<file path="config.mk">
export PLATFORM = sky130hd
export DESIGN_NAME = lin2fp_compress
export DESIGN_NICKNAME = d
export VERILOG_FILES = /design/src/rtl/fpc_pkg.sv /design/src/rtl/fpc_magnitude.sv /design/src/rtl/fpc_lead_enc.sv /design/src/rtl/fpc_sig_sel.sv /design/src/rtl/fpc_round.sv /design/src/rtl/lin2fp_compress.sv
export SDC_FILE = /design/constraint.sdc
export NUM_CORES = 1
export LEC_CHECK = 0
export CAP_MARGIN = 5
export CORE_ASPECT_RATIO = 1.25
export CORE_MARGIN = 2
export CORE_UTILIZATION = 65
export DETAILED_ROUTE_END_ITERATION = 8
export DONT_BUFFER_PORTS = 1
export PLACE_DENSITY = 0.81
export SYNTH_ARGS = -nofsm -noshare
export SYNTH_HDL_FRONTEND = slang
export SYNTH_SLANG_ARGS = --single-unit
export TNS_END_PERCENT = 1
</file>
<file path="constraint.sdc">
create_clock -name vclk -period 6.1
set_input_delay 1.22 -clock vclk [all_inputs]
set_output_delay 1.22 -clock vclk [all_outputs]
set_load 0.05 [all_outputs]
</file>
<file path="src/rtl/fpc_pkg.sv">
package fpc_pkg;
  localparam int IN_W  = 13;
  localparam int EXP_W = 3;
  localparam int SIG_W = 5;
  localparam int POS_W = $clog2(IN_W);
  localparam logic [EXP_W-1:0] EXP_MAX = '1;

  typedef struct packed {
    logic             s;
    logic [EXP_W-1:0] e;
    logic [SIG_W-1:0] f;
  } fp_code_t;
endpackage

</file>
<file path="src/rtl/fpc_magnitude.sv">
module fpc_magnitude
  import fpc_pkg::*;
#(
  parameter int W = IN_W
) (
  input  logic [W-1:0] sample,
  output logic         neg,
  output logic [W-1:0] mag,
  output logic         too_big
);
  always_comb begin
    neg = sample[W-1];
    mag = neg ? (~sample + W'(1)) : sample;
    // only the most negative sample leaves the top bit set after negation
    too_big = mag[W-1];
  end

  always_comb begin
    a_r3_extreme_only: assert (!too_big || (sample == {1'b1, {(W-1){1'b0}}}))
      else $error("too_big raised for non-extreme sample");
  end
endmodule

</file>
<file path="src/rtl/fpc_lead_enc.sv">
module fpc_lead_enc
  import fpc_pkg::*;
#(
  parameter int W  = IN_W,
  parameter int EW = EXP_W,
  parameter int SW = SIG_W
) (
  input  logic [W-1:0]  mag,
  output logic [EW-1:0] exp_raw
);
  localparam int PW = $clog2(W);
  logic [PW-1:0] top_pos;

  always_comb begin
    top_pos = '0;
    for (int i = 0; i < W - 1; i++) begin
      if (mag[i]) top_pos = PW'(i);
    end
    if (int'(top_pos) >= SW - 1) exp_raw = EW'(int'(top_pos) - (SW - 1));
    else                         exp_raw = '0;
  end

  always_comb begin
    a_r4_lead_bit: assert (exp_raw == '0 || mag[int'(exp_raw) + SW - 1])
      else $error("exponent does not point at leading one");
  end
endmodule

</file>
<file path="src/rtl/fpc_sig_sel.sv">
module fpc_sig_sel
  import fpc_pkg::*;
#(
  parameter int W  = IN_W,
  parameter int EW = EXP_W,
  parameter int SW = SIG_W
) (
  input  logic [W-1:0]  mag,
  input  logic [EW-1:0] exp_raw,
  output logic [SW-1:0] sig_raw,
  output logic          rnd_bit
);
  logic [W:0] ext;

  always_comb begin
    ext     = {mag, 1'b0} >> exp_raw;
    sig_raw = ext[SW:1];
    rnd_bit = ext[0];
  end

  always_comb begin
    a_r6_no_round_e0: assert (exp_raw != '0 || !rnd_bit)
      else $error("rounding bit present at exponent zero");
  end
endmodule

</file>
<file path="src/rtl/fpc_round.sv">
module fpc_round
  import fpc_pkg::*;
#(
  parameter int EW = EXP_W,
  parameter int SW = SIG_W
) (
  input  logic [EW-1:0] exp_raw,
  input  logic [SW-1:0] sig_raw,
  input  logic          rnd_bit,
  input  logic          force_sat,
  output logic [EW-1:0] exp_out,
  output logic [SW-1:0] sig_out
);
  localparam logic [EW-1:0] EMAX = '1;
  logic [SW:0] sum;
  logic        carry;

  always_comb begin
    sum   = {1'b0, sig_raw} + (SW+1)'(rnd_bit);
    carry = sum[SW];
    if (force_sat || (carry && exp_raw == EMAX)) begin
      exp_out = EMAX;
      sig_out = '1;
    end else if (carry) begin
      exp_out = exp_raw + EW'(1);
      sig_out = {1'b1, {(SW-1){1'b0}}};
    end else begin
      exp_out = exp_raw;
      sig_out = sum[SW-1:0];
    end
  end

  always_comb begin
    a_r7_renorm: assert (!(rnd_bit && sig_raw == '1 && !force_sat && exp_raw != EMAX)
                         || (exp_out == exp_raw + EW'(1) && sig_out[SW-1] && sig_out[SW-2:0] == '0))
      else $error("carry not renormalized");
    a_r8_saturate: assert (!(rnd_bit && sig_raw == '1 && exp_raw == EMAX)
                           || (exp_out == EMAX && sig_out == '1))
      else $error("exponent overflow not clamped");
  end
endmodule

</file>
<file path="src/rtl/lin2fp_compress.sv">
module lin2fp_compress
  import fpc_pkg::*;
(
  input  logic [IN_W-1:0]  sample_in,
  output logic             sign_o,
  output logic [EXP_W-1:0] exp_o,
  output logic [SIG_W-1:0] sig_o
);
  logic [IN_W-1:0]  mag;
  logic             neg, too_big, rnd_bit;
  logic [EXP_W-1:0] exp_raw;
  logic [SIG_W-1:0] sig_raw;
  fp_code_t         code;

  fpc_magnitude #(.W(IN_W)) u_mag (
    .sample(sample_in), .neg(neg), .mag(mag), .too_big(too_big)
  );

  fpc_lead_enc #(.W(IN_W), .EW(EXP_W), .SW(SIG_W)) u_enc (
    .mag(mag), .exp_raw(exp_raw)
  );

  fpc_sig_sel #(.W(IN_W), .EW(EXP_W), .SW(SIG_W)) u_sel (
    .mag(mag), .exp_raw(exp_raw), .sig_raw(sig_raw), .rnd_bit(rnd_bit)
  );

  fpc_round #(.EW(EXP_W), .SW(SIG_W)) u_rnd (
    .exp_raw(exp_raw), .sig_raw(sig_raw), .rnd_bit(rnd_bit),
    .force_sat(too_big), .exp_out(code.e), .sig_out(code.f)
  );

  assign code.s = neg;
  assign sign_o = code.s;
  assign exp_o  = code.e;
  assign sig_o  = code.f;

  always_comb begin
    a_r1_sign_msb: assert (sign_o == sample_in[IN_W-1])
      else $error("sign does not follow sample MSB");
    a_r9_zero_code: assert (sample_in != '0 || (exp_o == '0 && sig_o == '0 && !sign_o))
      else $error("zero sample gave nonzero code");
    a_r10_normalized: assert (exp_o == '0 || sig_o[SIG_W-1])
      else $error("nonzero exponent with unnormalized significand");
  end
endmodule

</file>
Word-level counts from Yosys, hierarchy flattened
Index checks and enable logic that the tools add are counted.
Word-level totals
  register bits after elaboration: 0
  input bits: 13
Cells by class
  add/sub/neg operators: 4
  magnitude comparators: 1
  eq/ne operators: 1
  shift-type cells: 1
  mux-type cells: 17
  bitwise operators: 1
  reduce and logical (&&, ||, !) cells: 2
Operators with widths (count)
  3-bit 2-to-1 mux: 7
  4-bit 2-to-1 mux: 4
  14-bit by 3-bit >> shifter with 6-bit output: 1
  13-bit by 1-bit adder with 13-bit output (second input constant): 1
  13-bit 2-to-1 mux: 1
  13-bit NOT: 1
  5-bit 2-to-1 mux: 2
  5-bit by 1-bit adder with 6-bit output: 1
  4-bit by 3-bit greater-or-equal comparator with 1-bit output (second input constant): 1
  2-bit 2-to-1 mux: 2
  3-bit by 1-bit adder with 3-bit output (second input constant): 1
  3-bit equality test (second input constant): 1
  3-bit subtractor (second input constant): 1
  1-bit logical AND: 1
  1-bit logical OR: 1
  1-bit 2-to-1 mux: 1

Longest topological paths before layout
Gate-level depths: netlist (run 1).
  depth in word-level cells: 21
  depth in mapped cells: 20
  mapped depth without buffers: 18

Cells and area by module
From an unflattened synthesis (run 1), not the netlist that was laid out.
Unflattened totals
  cells, all modules: 101
  area, all modules: 887.1 um^2
By module, submodules not included
  fpc_magnitude: instances 1, cells each 37, area each 290.3 um^2, seq. area each 0.0 um^2
  fpc_sig_sel: instances 1, cells each 19, area each 281.5 um^2, seq. area each 0.0 um^2
  fpc_round: instances 1, cells each 30, area each 234.0 um^2, seq. area each 0.0 um^2
  fpc_lead_enc: instances 1, cells each 15, area each 81.3 um^2, seq. area each 0.0 um^2

Worst setup path after synthesis (run 1)
Ideal clock, no wire load.
  path kind: input-to-output
  start point: input sample_in[2]
  end point: output exp_o[0]
  arrival time: 5.171 ns
  data required time: 4.880 ns
  path slack: -0.291 ns
  cell stages on the path: 17
  buffers on the path: 3
  cell sequence: buf_6 -> or4_1 -> buf_2 -> o41a_1 -> o311ai_4 -> o21a_4 -> inv_2 -> nor2_4 -> nor3_1 -> clkbuf_1 -> a211oi_1 -> a21oi_1 -> a21oi_1 -> ha_1 -> o211ai_2 -> nor2_4 -> mux2i_1
Between the ends
  longest elaborated chain between the ends: 20
  elaborated cells on any way between the ends: 24
  those cells by class: add/sub (4); order compare (1); eq/ne (1); shift (1); mux (14); bitwise (1); reduce/logical (2)
RTL lines
  start, declared: RTL line lin2fp_compress.sv:4  | input logic [IN_W-1:0] sample_in,
  13-bit NOT: RTL line fpc_magnitude.sv:13  | mag = neg ? (~sample + W'(1)) : sample;
  13-bit by 1-bit adder with 13-bit output: RTL line fpc_magnitude.sv:13
  13-bit 2-to-1 mux (*): RTL line fpc_magnitude.sv:13
  2-bit 2-to-1 mux (2 in series): RTL line fpc_lead_enc.sv:17  | if (mag[i]) top_pos = PW'(i);
  3-bit 2-to-1 mux (4 in series): RTL line fpc_lead_enc.sv:17
  4-bit 2-to-1 mux (4 in series): RTL line fpc_lead_enc.sv:17
  4-bit by 3-bit greater-or-equal comparator with 1-bit output / 3-bit subtractor (equally long branches): RTL line fpc_lead_enc.sv:19  | if (int'(top_pos) >= SW - 1) exp_raw = EW'(int'(top_pos) - (SW - 1));
  3-bit 2-to-1 mux: RTL line fpc_lead_enc.sv:19
  14-bit by 3-bit >> shifter with 6-bit output: RTL line fpc_sig_sel.sv:16  | ext = {mag, 1'b0} >> exp_raw;
  5-bit by 1-bit adder with 6-bit output: RTL line fpc_round.sv:19  | sum = {1'b0, sig_raw} + (SW+1)'(rnd_bit);
  1-bit logical AND: RTL line fpc_round.sv:21  | if (force_sat || (carry && exp_raw == EMAX)) begin
  1-bit logical OR: RTL line fpc_round.sv:21
  3-bit 2-to-1 mux (*): RTL line fpc_round.sv:21
  end, declared: RTL line lin2fp_compress.sv:6  | output logic [EXP_W-1:0] exp_o,
Every way passes the cells marked *; elsewhere a longest branch is shown, timed or not.

Final worst setup path (run 1)
  start point: input sample_in[2]
  end point: output sig_o[4]
Between the ends
  longest elaborated chain between the ends: 20
  elaborated cells on any way between the ends: 23
  those cells by class: add/sub (3); order compare (1); eq/ne (1); shift (1); mux (14); bitwise (1); reduce/logical (2)
RTL lines
  13-bit NOT: RTL line fpc_magnitude.sv:13
  13-bit by 1-bit adder with 13-bit output: RTL line fpc_magnitude.sv:13
  13-bit 2-to-1 mux (*): RTL line fpc_magnitude.sv:13
  2-bit 2-to-1 mux (2 in series): RTL line fpc_lead_enc.sv:17
  3-bit 2-to-1 mux (4 in series): RTL line fpc_lead_enc.sv:17
  4-bit 2-to-1 mux (4 in series): RTL line fpc_lead_enc.sv:17
  4-bit by 3-bit greater-or-equal comparator with 1-bit output / 3-bit subtractor (equally long branches): RTL line fpc_lead_enc.sv:19
  3-bit 2-to-1 mux: RTL line fpc_lead_enc.sv:19
  14-bit by 3-bit >> shifter with 6-bit output: RTL line fpc_sig_sel.sv:16
  5-bit by 1-bit adder with 6-bit output: RTL line fpc_round.sv:19
  1-bit logical AND: RTL line fpc_round.sv:21
  1-bit logical OR: RTL line fpc_round.sv:21
  5-bit 2-to-1 mux (*): RTL line fpc_round.sv:21
  end, declared: RTL line lin2fp_compress.sv:7  | output logic [SIG_W-1:0] sig_o
Marked as above.

==> results of run 1 <==
## cell type report
cell class / count / area share
well taps: 33 / 0.0202
inverters: 11 / 0.0202
multi-input cells: 206 / 0.762
repair buffers: 40 / 0.198
## through the flow
stage                      util  TNS (ns)  setup slack [ns]
after global routing      0.859    -0.847            -0.145
final                     0.859    -0.202           -0.0581
after detailed placement  0.791     -1.24            -0.204
after CTS                 0.809         0           0.00801
after global placement    0.791   -0.0371           -0.0371
after floorplan               -    -0.321           -0.0982
## what timing repair did
item                       4_1_cts  5_1_grt
buffers inserted                 3        5
resized for setup                5       14
setup endpoints to repair        8        8
pin swaps                        1        8
## logic make-up (layout without fill, tap and decap cells)
| logic type | count (synthesis) | after routing | share of synthesized area |
|---|---|---|---|
| compound gates | 95 | 95 | 0.448 |
| simple gates | 83 | 83 | 0.282 |
| fa+ha+maj | 5 | 5 | 0.0394 |
| mux | 9 | 9 | 0.0575 |
| buf+inv | 31 | 51 | 0.0961 |
| xor+xnor | 14 | 14 | 0.0772 |
## worst max-delay path, delay by kind of cell
family / cells / cell delay [ns]
adder cells (fa/ha/maj): 2 / 0.43
buffers and inverters: 3 / 0.51
AO/OA/AOI/OAI: 8 / 1.39
AND/OR/NAND/NOR: 5 / 1.38
## worst max-delay path by stage
stage                             from  endpoint  cells after the start
final                     sample_in[2]  sig_o[4]                     18
after global routing      sample_in[0]  sig_o[4]                     19
after CTS                 sample_in[2]  sig_o[4]                     18
after detailed placement  sample_in[0]  sig_o[4]                     16
after global placement    sample_in[2]  sig_o[4]                     18
after floorplan           sample_in[2]  exp_o[0]                     17
## layer usage
layer | share of wire | wire [um]
met5 | 0 | 0
met2 | 0.49 | 3060
met4 | 0.090 | 567
met3 | 0.083 | 524
met1 | 0.34 | 2140
## power by group
group | total, mW | switching [mW] | leakage, nW | internal (mW)
Combinational | 0.300 | 0.169 | 0.770 | 0.132
Clock | 0 | 0 | 0 | 0
Sequential | 0 | 0 | 0 | 0
Total | 0.300 | 0.169 | 0.770 | 0.132
## Yosys cell counts (2+ instances only)
master	count	area (um2)
a211oi_1	8	60.1
a21o_1	2	15.0
a21oi_1	16	80.1
a2bb2oi_1	2	17.5
a31oi_1	2	12.5
a32o_1	2	20.0
a32oi_1	2	17.5
and3_1	2	12.5
buf_2	2	10.0
buf_6	4	45.0
clkbuf_1	13	48.8
ha_1	5	62.6
inv_1	9	33.8
inv_2	2	7.51
mux2i_1	8	80.1
nand2_1	23	86.3
nand2b_1	4	25.0
nand3_1	9	45.0
nand4b_1	2	17.5
nor2_1	15	56.3
nor2_4	2	22.5
nor3_1	6	30.0
o211ai_1	3	22.5
o21a_1	2	15.0
o21ai_0	16	80.1
o21ai_1	6	30.0
o21bai_1	2	15.0
o221ai_1	2	17.5
o22ai_1	3	18.8
o31ai_1	3	22.5
o41ai_1	2	17.5
or2_2	3	18.8
or3b_2	2	17.5
or4_1	4	30.0
xnor2_1	7	61.3
xor2_1	7	61.3
==> results.md, run 1 <==
* Status: complete, but fails checks
* Violations in the final reports: setup timing
* Placeable Area at 2380 um2
* Mapped Cells at 237
* Register area share after synthesis at 0
* Post-Route WL at 6290 um
* Syn_area_per_cell at 6.70 um2
* WL/cell at 21.7 um
* Worst slew pin tran at 0.707 ns
* Num sequential at 0
* GRT overflow at 0
* Total Power at 0.300 mW
* Port-buffer cells at 0
* Final Critical Period at 6.16 ns
* Critical Path AT at 4.94 ns
* Startpoint types: primary input
* Critical-path maximum fanout at 15
* Mapped Area at 1590 um2
* Global-route layer with the greatest usage: met2
* GR Layer Usage met1 at 0.507
* Post-CTS Hold Fix Bufs at 0
* Initial Utilization at 0.668
* Hold Path Origin: sample_in[12]
* Most common cell after layout, fill and taps aside: buf_4
* Final WS setup at -0.0581 ns
* Netlist cell types at 71
* Hold slack at 2.44 ns
* Die height at 59.3 um
* Grt met2 use at 0.699
* CP Capture Type: output port
* Die area at 2860 um2
* Critical-path cell list: or4_4 -> buf_6 -> or4_1 -> o311ai_4 -> o21a_4 -> buf_4 -> nand2b_4 -> nand2_4 -> nor2_1 -> a211oi_2 -> a211oi_1 -> a21oi_1 -> ha_2 -> ha_1 -> o211ai_1 -> a211oi_2 -> a31oi_2 -> buf_12
* CP max-delay cell: or4_1
* Initial antenna violation count at 0
* Grt met3 use at 0.0335
* Antenna cells at 0
* Routability Congestion at 1.02
* Share of post-route cells with drive strength above 1 at 0.323
* Hold Path Sink: sign_o
* Final hold viol count at 0
* Placed Cells at 282
* Worst VDD drop at 0.124 mV
* Area grow syn2layout at 28.6%
* NumNets Final at 277
* Total of max-cap violations at 0
* Endpoints failing setup at 6
* Yosys warnings at 0
* Filler cell count at 126
* PwrDens at 147 nW/um2
* Kind of critical path: in -> out
* Rel. slew slack at 0.525
* Placed cell area at 1880 um2
* WHS Path Cells at 0
* Antenna Nets Post-Route at 0
* Cell mode on critical path: a211oi_2
* Routed vias at 2171
* Hpwl dp at 4240 um
* Tot GR Track Use at 0.416
* Iteration-0 DRC Markers at 196
* Vias in the first global route at 1978
* Row Count at 20
* Sequential cell area at 0 um2
* Max stage delay on crit path at 0.59 ns
* Most frequent cells in the layout: buf_4 (31), nand2_1 (23), o21ai_0 (16), nor2_1 (15), a21oi_1 (15)
* Synthesized Nets at 255
* Fmax at 0.162 GHz
* Fin. max-slew vios at 0
* TritonRoute pass-1 iters at 6
* Footprint of the multi-input gates at 1560 um2
* # DRC at 0
* HP Class: in -> out
* Worst Path Required at 4.88 ns
* Fin crit share at 1.01
* Final Instance Area at 2040 um2
* Clkbuf count at 0
* Drt via density at 7.49
* Leak Pwr at 0.770 nW
* Largest net degree at the start of global routing at 34
* Top-Level Pins at 22
* Finished Layout Cells at 290
* Global-route wire length before repair at 8840 um
* Die Wd at 48.2 um
Power figures use the tool's default switching activity.
==> run 2: changes to the inputs <==
--- a/config.mk
+++ b/config.mk
@@ -5,6 +5,7 @@
 export SDC_FILE = /design/constraint.sdc
 export NUM_CORES = 1
 export LEC_CHECK = 0
+export ABC_AREA = 1
 export CAP_MARGIN = 5
 export CORE_ASPECT_RATIO = 1.25
 export CORE_MARGIN = 2
==> constraint.sdc (replaced) <==
create_clock -name vclk -period 6.7
set_input_delay 1.34 -clock vclk [all_inputs]
set_output_delay 1.34 -clock vclk [all_outputs]
set_load 0.05 [all_outputs]
==> run 2 against run 1 <==
  * The flow now finishes without violations
  * Synthesized area down 31%
  * Sequential share of layout area stayed put
  * Synthesized cell count is 15% lower
  * Critical path depth did not move
  * Total power down 37%
  * Global-route usage is 16 points lower
  * Core utilization shrank 18 points
  * Via count down 44%
  * Cell count decreased by 26%
  * Largest cell class unchanged
  * Largest power group unchanged
  * Highest routed layer unchanged
==> results.md, run 2 <==
* Die Wd at 40.8 um
* Final hold viol count at 0
* Post-synth top area share at 0.228
* Final Instance Area at 1080 um2
* Compound-Gate Fraction of Synth Area at 0.0534
* Antenna cells at 0
* Port-buffer cells at 0
* Worst VDD drop at 0.120 mV
* Setup_tns at 0 ns
* Mapped Cells at 202
* Syn_area_per_cell at 5.45 um2
* GRT overflow at 0
* Die area at 2040 um2
* Commonest cells post-synth: nand2_1 (67), nand3_1 (38), inv_1 (28), nand2_2 (9), nor2_1 (7)
* Routed vias at 1210
* Vias in the first global route at 1074
* Register area share after synthesis at 0
* Share of post-route cells with drive strength above 1 at 0.173
* Initial antenna violation count at 0
* Fin. max-slew vios at 0
* Final Critical Period at 6.21 ns
* Most common cell after layout, fill and taps aside: nand2_1
* Initial Utilization at 0.696
* Placement Setup Slack at 0.514 ns
* TritonRoute pass-1 iters at 4
* Post-CTS Hold Fix Bufs at 0
* Mux share of post-synthesis cell area at 0
* Hpwl dp at 1980 um
* Simple-Gate Fraction of Synth Area at 0.673
* Total of max-cap violations at 0
* Finished Layout Cells at 215
* RSZ-0062 raised after global routing: no
* Yosys warnings at 0
* Placeable Area at 1580 um2
* Post-CTS Resized at 0
* Kind of critical path: in -> out
* Critical Path AT at 4.87 ns
* Status: finished clean
* Routability Congestion at 0.778
* Worst Setup SP: sample_in[0]
* Placed cell area at 1080 um2
* Endpoints failing setup at 0
* Post-Route WL at 2310 um
* Rel. slew slack at 0.593
* Most used standard cell by instance count after synthesis: nand2_1
* Clkbuf count at 0
* CP Capture Type: output port
* Netlist cell types at 30
* # DRC at 0
* Buffer count from post-CTS setup fixing at 0
* Footprint of the multi-input gates at 936 um2
* Drt via density at 5.63
* Worst Path Required at 5.36 ns
* Worst slew pin tran at 0.609 ns
* Final WS setup at 0.491 ns
* WL/cell at 10.7 um
* Fin crit share at 0.927
* Row Count at 16
* Leak Pwr at 0.616 nW
* Antenna Nets Post-Route at 0
* Largest net degree at the start of global routing at 18
* Iteration-0 DRC Markers at 21
* Critical-path maximum fanout at 13
* Fmax at 0.161 GHz
* Startpoint types: primary input
* Top-Level Pins at 22
* Synth Area in Adders at 0.0568
* Area grow syn2layout at -1.82%
* Die height at 50.0 um
* Tot GR Track Use at 0.256
* Placed Cells at 215
* NumNets Final at 217
* Critical Path Sink: sig_o[4]
* Total Power at 0.188 mW
* XOR/XNOR share of the synthesized area at 0.0670
* Num sequential at 0
* Global-route wire length before repair at 4000 um
* Filler cell count at 164
* PwrDens at 174 nW/um2
* HP Class: in -> out
* Synth area leader: nand2_1
* Mapped Area at 1100 um2
* Most frequent cells in the layout: nand2_1 (67), nand3_1 (38), inv_1 (28), nand2_2 (9), nor2_1 (7)
* Sequential cell area at 0 um2
* Leading post-synthesis cells by cell area: nand2_1 (23%), nand3_1 (17%), inv_1 (9.5%)
* Largest family of logic cells by synthesized area: simple AND/OR/NAND/NOR gates
* Synthesized Nets at 220
-- run 2: cell types whose count changed after synthesis, moves of 6 or more --
cell / delta
nand2_1: +44
nand3_1: +29
inv_1: +19
a21oi_1: -13
clkbuf_1: -13
o21ai_0: -13
nand2_2: +9
a211oi_1: -8
mux2i_1: -8
nor2_1: -8
xnor2_1: -7
xor2_1: -6
-- run 2: critical path: stages --
cell,delay [ns]
inv_1,0.13
ha_1,0.24
nand4_2,0.16
o21ai_1,0.17
or2_1,0.11
nand2_1,0.11
nor2_1,0.24
nand3_4,0.20
nand3_1,0.36
inv_2,0.18
nor3_1,0.21
o31ai_1,0.11
inv_1,0.06
ha_1,0.27
ha_1,0.23
nand2_1,0.08
o21ai_0,0.15
nand4_1,0.51
-- run 2: area by class of cell --
cell class | count | area share
multi-input cells | 165 | 0.866
inverters | 32 | 0.113
well taps | 18 | 0.0208
-- run 2: metrics by stage --
stage	hold WS (ns)	util
2_1_floorplan	2.85	-
3_3_place_gp	2.68	0.684
3_5_place_dp	2.68	0.684
4_1_cts	2.68	0.684
5_1_grt	2.68	0.684
6_report	2.68	0.684
-- run 2: power by group --
group          internal (mW)  switching, mW  leakage, nW  total [mW]
clock network              0              0            0           0
registers                  0              0            0           0
logic                 0.0464          0.141        0.616       0.188
total                 0.0464          0.141        0.616       0.188
-- run 2: how the worst min path moves through the flow --
stage             startpoint      to  slack [ns]  cells past startpoint
2_1_floorplan  sample_in[12]  sign_o        2.85                      1
3_3_place_gp   sample_in[12]  sign_o        2.68                      0
3_5_place_dp   sample_in[12]  sign_o        2.68                      0
4_1_cts        sample_in[12]  sign_o        2.68                      0
5_1_grt        sample_in[12]  sign_o        2.68                      0
6_report       sample_in[12]  sign_o        2.68                      0
-- run 2: per-layer routing --
metal  track usage  wire (um)
met5             0          0
met4        0.0222         18
met3        0.0135         82
met2         0.508       1260
met1         0.272        949
-- run 2: cell families after synthesis --
group / count (synthesis)
fa+ha+maj: 5
buf+inv: 37
compound gates: 10
xor+xnor: 5
simple gates: 145
